$ cat config.mk
export PLATFORM = sky130hd
export DESIGN_NAME = scsi_irq_status
export DESIGN_NICKNAME = d
export VERILOG_FILES = /design/src/rtl/scsi_irq_pkg.sv /design/src/rtl/scsi_irq_evt_decode.sv /design/src/rtl/scsi_irq_defer_slot.sv /design/src/rtl/scsi_irq_status.sv
export SDC_FILE = /design/constraint.sdc
export NUM_CORES = 1
export LEC_CHECK = 0
export ABC_AREA = 1
export BUFFER_PORTS_ARGS = -buffer_cell sky130_fd_sc_hd__buf_2
export CAP_MARGIN = 20
export CORE_ASPECT_RATIO = 1.4
export CORE_MARGIN = 2
export CORE_UTILIZATION = 38
export DETAILED_ROUTE_END_ITERATION = 8
export PLACE_DENSITY = 0.69
export SLEW_MARGIN = 20
export SYNTH_ARGS = -nofsm -noshare
export SYNTH_HDL_FRONTEND = slang
export SYNTH_SLANG_ARGS = --single-unit
$ cat constraint.sdc
create_clock -name clk_i -period 2.05 [get_ports clk_i]
set_input_delay 0.1025 -clock clk_i [delete_from_list [all_inputs] [get_ports clk_i]]
set_output_delay 0.1025 -clock clk_i [all_outputs]
set_load 0.01 [all_outputs]
$ cat src/rtl/scsi_irq_pkg.sv
package scsi_irq_pkg;
  localparam int unsigned DW = 8;
  // interrupt register bits
  localparam int unsigned INTR_FC_B  = 3;
  localparam int unsigned INTR_BS_B  = 4;
  localparam int unsigned INTR_DC_B  = 5;
  localparam int unsigned INTR_RST_B = 7;
  // status register bits
  localparam int unsigned STAT_INT_B = 7;
  localparam int unsigned STAT_TC_B  = 4;
  localparam logic [DW-1:0] STAT_PHASE_ST = 8'h03;
  localparam logic [DW-1:0] SEQ_DONE      = 8'h04;
  localparam logic [DW-1:0] CFG1_RST_VAL  = 8'h07;
  localparam int unsigned CFG1_NOREPT_B = 6;

  typedef struct packed {
    logic [DW-1:0] intr_set;
    logic          raise;
    logic          tc_set;
  } evt_effect_t;
endpackage

$ cat src/rtl/scsi_irq_evt_decode.sv
module scsi_irq_evt_decode
  import scsi_irq_pkg::*;
(
  input  logic        fc_i,
  input  logic        bs_i,
  input  logic        dc_i,
  input  logic        br_i,
  input  logic        tc_i,
  input  logic        norept_i,
  output evt_effect_t eff_o
);
  localparam int unsigned NSRC = 5;
  logic [NSRC-1:0]   src;
  logic [NSRC-1:0]   src_raises;
  logic [DW-1:0]     src_bit [NSRC];

  assign src = {tc_i, br_i, dc_i, bs_i, fc_i};
  assign src_bit[0] = DW'(1) << INTR_FC_B;
  assign src_bit[1] = DW'(1) << INTR_BS_B;
  assign src_bit[2] = DW'(1) << INTR_DC_B;
  assign src_bit[3] = DW'(1) << INTR_RST_B;
  assign src_bit[4] = DW'(1) << INTR_BS_B;

  for (genvar g = 0; g < NSRC; g++) begin : g_src
    // bus reset may be masked from raising the line
    if (g == 3) begin : g_br
      assign src_raises[g] = src[g] & ~norept_i;
    end else begin : g_oth
      assign src_raises[g] = src[g];
    end
  end

  always_comb begin
    eff_o.intr_set = '0;
    for (int i = 0; i < NSRC; i++) begin
      if (src[i]) eff_o.intr_set = eff_o.intr_set | src_bit[i];
    end
    eff_o.raise  = |src_raises;
    eff_o.tc_set = tc_i;
  end
endmodule

$ cat src/rtl/scsi_irq_defer_slot.sv
module scsi_irq_defer_slot #(
  parameter int unsigned W = 8
) (
  input  logic         clk_i,
  input  logic         rst_ni,
  input  logic         set_i,
  input  logic [W-1:0] byte_i,
  input  logic         clr_i,
  output logic         valid_o,
  output logic [W-1:0] byte_o
);
  always_ff @(posedge clk_i or negedge rst_ni) begin
    if (!rst_ni) begin
      valid_o <= 1'b0;
      byte_o  <= '0;
    end else if (set_i) begin
      valid_o <= 1'b1;
      byte_o  <= byte_i;
    end else if (clr_i) begin
      valid_o <= 1'b0;
    end
  end
endmodule

$ cat src/rtl/scsi_irq_status.sv
module scsi_irq_status
  import scsi_irq_pkg::*;
(
  input  logic          clk_i,
  input  logic          rst_ni,
  input  logic          evt_fc_i,
  input  logic          evt_bs_i,
  input  logic          evt_dc_i,
  input  logic          evt_br_i,
  input  logic          evt_tc_i,
  input  logic          cmpl_i,
  input  logic [DW-1:0] cmpl_byte_i,
  input  logic          rd_intr_i,
  input  logic          cfg1_we_i,
  input  logic [DW-1:0] cfg1_wdata_i,
  output logic [DW-1:0] intr_o,
  output logic [DW-1:0] stat_o,
  output logic [DW-1:0] seq_o,
  output logic [DW-1:0] cfg1_o,
  output logic [DW-1:0] cmpl_status_o,
  output logic          irq_o
);
  logic [DW-1:0] intr_q, stat_q, seq_q, cfg1_q, csts_q;
  logic [DW-1:0] intr_d, stat_d, seq_d, cfg1_d, csts_d;
  logic          irq_q;
  logic          def_valid;
  logic [DW-1:0] def_byte;
  logic          def_set, def_clr;
  evt_effect_t   eff;

  scsi_irq_evt_decode u_dec (
    .fc_i     (evt_fc_i),
    .bs_i     (evt_bs_i),
    .dc_i     (evt_dc_i),
    .br_i     (evt_br_i),
    .tc_i     (evt_tc_i),
    .norept_i (cfg1_q[CFG1_NOREPT_B]),
    .eff_o    (eff)
  );

  scsi_irq_defer_slot #(.W(DW)) u_defer (
    .clk_i   (clk_i),
    .rst_ni  (rst_ni),
    .set_i   (def_set),
    .byte_i  (cmpl_byte_i),
    .clr_i   (def_clr),
    .valid_o (def_valid),
    .byte_o  (def_byte)
  );

  // order: host read, deferred post, new completion, other events
  always_comb begin
    intr_d  = intr_q;
    stat_d  = stat_q;
    seq_d   = seq_q;
    csts_d  = csts_q;
    cfg1_d  = cfg1_we_i ? cfg1_wdata_i : cfg1_q;
    def_set = 1'b0;
    def_clr = 1'b0;
    if (rd_intr_i) begin
      intr_d = '0;
      stat_d[STAT_TC_B]  = 1'b0;
      stat_d[STAT_INT_B] = 1'b0;
      seq_d  = SEQ_DONE;
      if (def_valid) begin
        stat_d = STAT_PHASE_ST;
        stat_d[STAT_INT_B] = 1'b1;
        csts_d  = def_byte;
        def_clr = 1'b1;
      end
    end
    if (cmpl_i) begin
      if (stat_d[STAT_INT_B]) begin
        def_set = 1'b1;
      end else begin
        stat_d = STAT_PHASE_ST;
        stat_d[STAT_INT_B] = 1'b1;
        csts_d = cmpl_byte_i;
      end
    end
    intr_d = intr_d | eff.intr_set;
    if (eff.tc_set) stat_d[STAT_TC_B]  = 1'b1;
    if (eff.raise)  stat_d[STAT_INT_B] = 1'b1;
  end

  always_ff @(posedge clk_i or negedge rst_ni) begin
    if (!rst_ni) begin
      intr_q <= '0;
      stat_q <= '0;
      seq_q  <= '0;
      cfg1_q <= CFG1_RST_VAL;
      csts_q <= '0;
      irq_q  <= 1'b0;
    end else begin
      intr_q <= intr_d;
      stat_q <= stat_d;
      seq_q  <= seq_d;
      cfg1_q <= cfg1_d;
      csts_q <= csts_d;
      irq_q  <= stat_d[STAT_INT_B];
    end
  end

  assign intr_o        = intr_q;
  assign stat_o        = stat_q;
  assign seq_o         = seq_q;
  assign cfg1_o        = cfg1_q;
  assign cmpl_status_o = csts_q;
  assign irq_o         = irq_q;
endmodule

-- Yosys cells after proc, flatten, opt, wreduce, memory -nomap -nowiden
Cells that the tools add are included.
- multiplexer cells: 22
- bitwise gates (word level): 3
- reductions and logical operators: 2
- operator list (kind ; number):
    8-bit 2-to-1 mux ; 9
    5-bit 2-to-1 mux ; 2
    1-bit 2-to-1 mux ; 8
    8-bit OR ; 1
    7-bit 2-to-1 mux ; 1
    6-bit 2-to-1 mux ; 1
    5-bit OR reduction ; 1
    4-bit 2-to-1 mux ; 1
    2-bit nonzero test ; 1
    1-bit bitwise AND ; 1
    1-bit inverter ; 1
- word-level logic and storage cells: 35
- register bits: 43
- output and inout bits: 41

-- Depth between registers and ports, before layout
- depth in word-level cells: 6
- gate-level depth with buffers: 8

-- By module
From an unflattened synthesis, not the netlist that was laid out.
- cells, all modules: 210
- area total of the unflattened synthesis: 1873.0 um2
- by module, submodules not included (module ; cells each ; area an instance (um2) ; sequential area each (um2) ; times used):
    scsi_irq_status ; 157 ; 1441.4 ; 829.5 ; 1
    scsi_irq_defer_slot ; 38 ; 341.6 ; 225.2 ; 1
    scsi_irq_evt_decode ; 15 ; 90.1 ; 0.0 ; 1

-- Worst setup path after synthesis
Ideal clock, no wire load.
- kind: register to register
- start point: register u_defer.valid_o
- end point: register csts_q[0] (netlist: cmpl_status_o[0])
- path buffers: 2
- slack: 0.992 ns
- data required time: 1.933 ns
- cell stages (with the launch flop): 7
- arrival: 0.941 ns
- cell sequence: dfrtp_1 buf_6 nand2_4 buf_6 nand3_4 nor2_1 nor2_1
- longest elaborated chain between the ends: 4
- elaborated cells on any way between the ends: 6
- those cells by class: mux (6)
- RTL lines (item ; line ; text):
    start, declared ; scsi_irq_defer_slot.sv:9 ; output logic valid_o,
    start signal, assigned ; scsi_irq_defer_slot.sv:14 ; valid_o <= 1'b0;
    start signal, assigned ; scsi_irq_defer_slot.sv:17 ; valid_o <= 1'b1;
    start signal, assigned ; scsi_irq_defer_slot.sv:20 ; valid_o <= 1'b0;
    8-bit 2-to-1 mux ; scsi_irq_status.sv:65 ; if (def_valid) begin
    8-bit 2-to-1 mux ; scsi_irq_status.sv:60 ; if (rd_intr_i) begin
    8-bit 2-to-1 mux ; scsi_irq_status.sv:73 ; if (stat_d[STAT_INT_B]) begin
    8-bit 2-to-1 mux * ; scsi_irq_status.sv:72 ; if (cmpl_i) begin
    named net csts_d[0] ; scsi_irq_status.sv:24 ; logic [DW-1:0] intr_d, stat_d, seq_d, cfg1_d, csts_d;
    end signal, assigned ; scsi_irq_status.sv:99 ; csts_q <= csts_d;
    end, declared ; scsi_irq_status.sv:23 ; logic [DW-1:0] intr_q, stat_q, seq_q, cfg1_q, csts_q;
The timed path passes the listed nets; every way through them passes the cells marked *.
A chain may end at the register's enable or synchronous reset.

-- Final worst setup path
- start point: register u_defer.valid_o
- end point: register u_defer.byte_o[2]
- longest elaborated chain between the ends: 4
- RTL lines (item ; line ; text):
    8-bit 2-to-1 mux ; scsi_irq_status.sv:65 ;
    8-bit 2-to-1 mux ; scsi_irq_status.sv:60 ;
    1-bit 2-to-1 mux ; scsi_irq_status.sv:73 ;
    1-bit 2-to-1 mux ; scsi_irq_status.sv:72 ;
    end signal, assigned ; scsi_irq_defer_slot.sv:18 ; byte_o <= byte_i;
    end, declared ; scsi_irq_defer_slot.sv:10 ; output logic [W-1:0] byte_o
No other way between the ends.

==> run summary <==
The final-report setup violation count is 0. Across the run, the number of max-cap violations was 0. The setup slack after placement is 783 ps. After routing, the total negative slack on setup checks comes to 0 ps.

The detailed-route vias per instance is 4.33. The placed cell area is 0.00196 mm2. The clock passes through at most 2 buffers. Summed over all layers, the routed wires come to 3310 um. The die boundary height came out at 83.4 um. The power per cell area is 800 mW/mm2. The highest net fanout along the worst path came out at 15. The final antenna-violating net count is 0. The congestion estimate from routability-driven global placement came to 0.775. In this run the core area contains 28 standard-cell rows. The total grt overflow is 0. The initial detailed-routing violation count is 21. The average instance area after synthesis came out at 9.41 um2. The final worst setup slack came out at 774 ps. The required time at the worst-slack endpoint is 2220 ps. The number of library cell types mapped by synthesis came out at 20.

The number of diodes is 0. The number of fill cells came out at 451. The final layout contains 263 nets.

The summed area of non-filler cells in the final layout came out at 0.00205 mm2. From left edge to right edge, the die measures 60.7 um. Summing all flip-flop and latch instances after layout gives 955 um2. The flip-flop and latch count after synthesis is 38.

The number of top-level design ports is 67. The core box area came out at 0.00427 mm2. The transition at the pin with the smallest max-transition slack is 830 ps. After detailed routing, the average wire length per cell comes to 11.1 um. The count of instances resized after the clock tree is built is 0. The number of port buffers is 55.

Counting tap cells, the placed design contains a total of 289 instances. The hold buffer count at cts came out at 1. The detailed-route via count is 1291. The number of sinks driven by the clock tree came out at 38. The worst setup skew after layout is 3.70 ps. The flow ran to the end, and the final reports show no timing, DRC or antenna violations. The half-perimeter wire length of the detailed placement result is 2450 um. The headroom to the max-slew limit came out at 44.7%.

The via count of the first global-routing pass was 1262. Leaving out filler cells and counting taps, the final layout contains 298. The data arrival time of the worst path came out at 1450 ps. The number of cells on the worst reg-to-reg path is 5. Setup repair after global routing left no endpoint under its margin. The category of the worst setup path launch point is a flip-flop. The clock tree synthesis step divided the H-tree into 2 levels. The wire length of the first global-routing pass came out at 5550 um. The leakage power summed over all cells is 1.09 nW. The sequential share of the synthesized area came out at 55.7%. The shortest period the worst path allows is 1280 ps. The later pin in the worst-skew pair is clocked with a latency of 280 ps.

Across every metal layer, demand over resource in global routing totals 14.4%. The worst setup path is of the reg2reg kind. The fraction of the cycle the final worst path needs is 62.2%.

During synthesis, Yosys emitted a total of 0 warnings. The initial utilization of the core area, before any placement, comes to 40.1%. In this run the worst hold path is classified as in2reg. The number of design rule violations left after detail routing came out at 0. For this run, the detailed router's first-pass iteration total came to 4.

The die covers 0.00507 mm2. The type of destination of the critical path is a flip-flop. The achievable clock frequency came out at 0.784 GHz. The clock edge transition at the registers on the reported setup and hold paths came out at 70 ps.

Summing all multi-input logic gate instances after layout gives 618 um2. The cell sitting at the root of the clock tree is a clkbuf_8. The cell depth of the worst hold path came out at 3.

The number of buffers added for setup after CTS came out at 0. Clock tree synthesis inserted a total of 5 buffers. The peak ir drop on the vdd network is 0.554 mV. The proportion of layout cells with a drive suffix above 1 is 35.3%. The total count of max-transition violations in the final report came out at 0. The synthesized instance count came out at 182. The initial antenna violation count was 0. The final-report hold violation count came out at 0.

TritonCTS built the clock tree. The pin count of the biggest net entering global routing came out at 39. The area of the mapped netlist came out at 0.00171 mm2. The area growth from synthesis to layout is 19.6%.
area by class of cell:
cell class                      instances  area share [%]
Tap cell                               60            3.66
Multi-Input combinational cell        127            30.2
Clock buffer                            8            3.91
Timing Repair Buffer                   56            13.9
Inverter                                9            1.77
Sequential cell                        38            46.6
synth_stat cells:
| master | instances | area [um2] |
|---|---|---|
| a21oi_1 | 6 | 30.0 |
| buf_2 | 2 | 10.0 |
| buf_4 | 13 | 97.6 |
| buf_6 | 3 | 33.8 |
| conb_1 | 1 | 3.75 |
| dfrtp_1 | 35 | 876 |
| dfstp_2 | 3 | 78.8 |
| inv_1 | 7 | 26.3 |
| inv_2 | 1 | 3.75 |
| inv_4 | 1 | 6.26 |
| mux2_2 | 8 | 90.1 |
| nand2_1 | 57 | 214 |
| nand2_2 | 2 | 12.5 |
| nand2_4 | 3 | 33.8 |
| nand3_1 | 10 | 50.1 |
| nand3_4 | 1 | 17.5 |
| nand4_1 | 1 | 6.26 |
| nor2_1 | 21 | 78.8 |
| or2_0 | 2 | 12.5 |
| or2_2 | 5 | 31.3 |
stage by stage:
step | power (mW) | util, % | hold WS, ps
6_report | 1.64 | 48.0 | 16.4
5_1_grt | 1.74 | 48.0 | 25.0
4_1_cts | 1.67 | 48.0 | 10.3
3_5_place_dp | 1.18 | 45.8 | 263
3_3_place_gp | 1.18 | 45.8 | 251
2_1_floorplan | 1.09 | - | -193
critical path, stage by stage, from the launching register on:
cell,delay [ps]
dfrtp_1,530
nand2_4,190
nand2_4,170
nand2_2,140
nand2_1,90
nand2_1,50
where the power goes:
part / internal [mW] / total (mW) / switching [mW] / leakage (nW)
combinational: 0.119 / 0.290 / 0.171 / 0.610
sequential: 0.832 / 0.876 / 0.0441 / 0.437
clock: 0.241 / 0.473 / 0.232 / 0.0395
total: 1.19 / 1.64 / 0.447 / 1.09
logic make-up after synthesis:
| group | count (synthesis) | share of synthesized area, % |
|---|---|---|
| flip-flops | 38 | 55.7 |
| multiplexers | 8 | 5.26 |
| AO/OA/AOI/OAI | 6 | 1.75 |
| other | 1 | 0.219 |
| buffers and inverters | 27 | 10.4 |
| AND/OR/NAND/NOR | 102 | 26.7 |
registers in the layout, indices dropped and copies added (netlist names):
register / cells
cfg1_o: 8
seq_o: 1
cmpl_status_o: 8
irq_o: 1
u_defer.valid_o: 1
stat_o: 7
u_defer.byte_o: 8
intr_o: 4
metal layers:
metal / up-vias / wire length, um / global-route usage (%)
li1: 652 / - / -
met1: 588 / 1310 / 17.2
met2: 47 / 1730 / 24.1
met3: 4 / 231 / 4.36
met4: 0 / 42 / 4.35
met5: - / 0 / 0
cell usage in the layout (no fill, tap or decap), types with 5 or more instances in the layout:
cell,n
nand2_1,57
buf_2,55
dfrtp_1,35
nor2_1,21
conb_1,11
nand3_1,10
mux2_2,8
inv_1,7
a21oi_1,6
or2_2,5
clkbuf_8,5
final timing paths:
kind                                                   from                             to  slack, ps
worst min register to register          stat_o[0]$_DFF_PN0_            stat_o[0]$_DFF_PN0_        470
worst max register to register  u_defer.valid_o$_DFFE_PN0P_  u_defer.byte_o[2]$_DFFE_PN0P_        770
min in group asynchronous                            rst_ni            stat_o[0]$_DFF_PN0_        460
max in group asynchronous                            rst_ni     cmpl_status_o[4]$_DFF_PN0_       1060
worst max-delay path            u_defer.valid_o$_DFFE_PN0P_  u_defer.byte_o[2]$_DFFE_PN0P_        770
worst min-delay path                               evt_br_i            intr_o[7]$_DFF_PN0_         20
No activity file was read; power rests on OpenSTA's default activity.
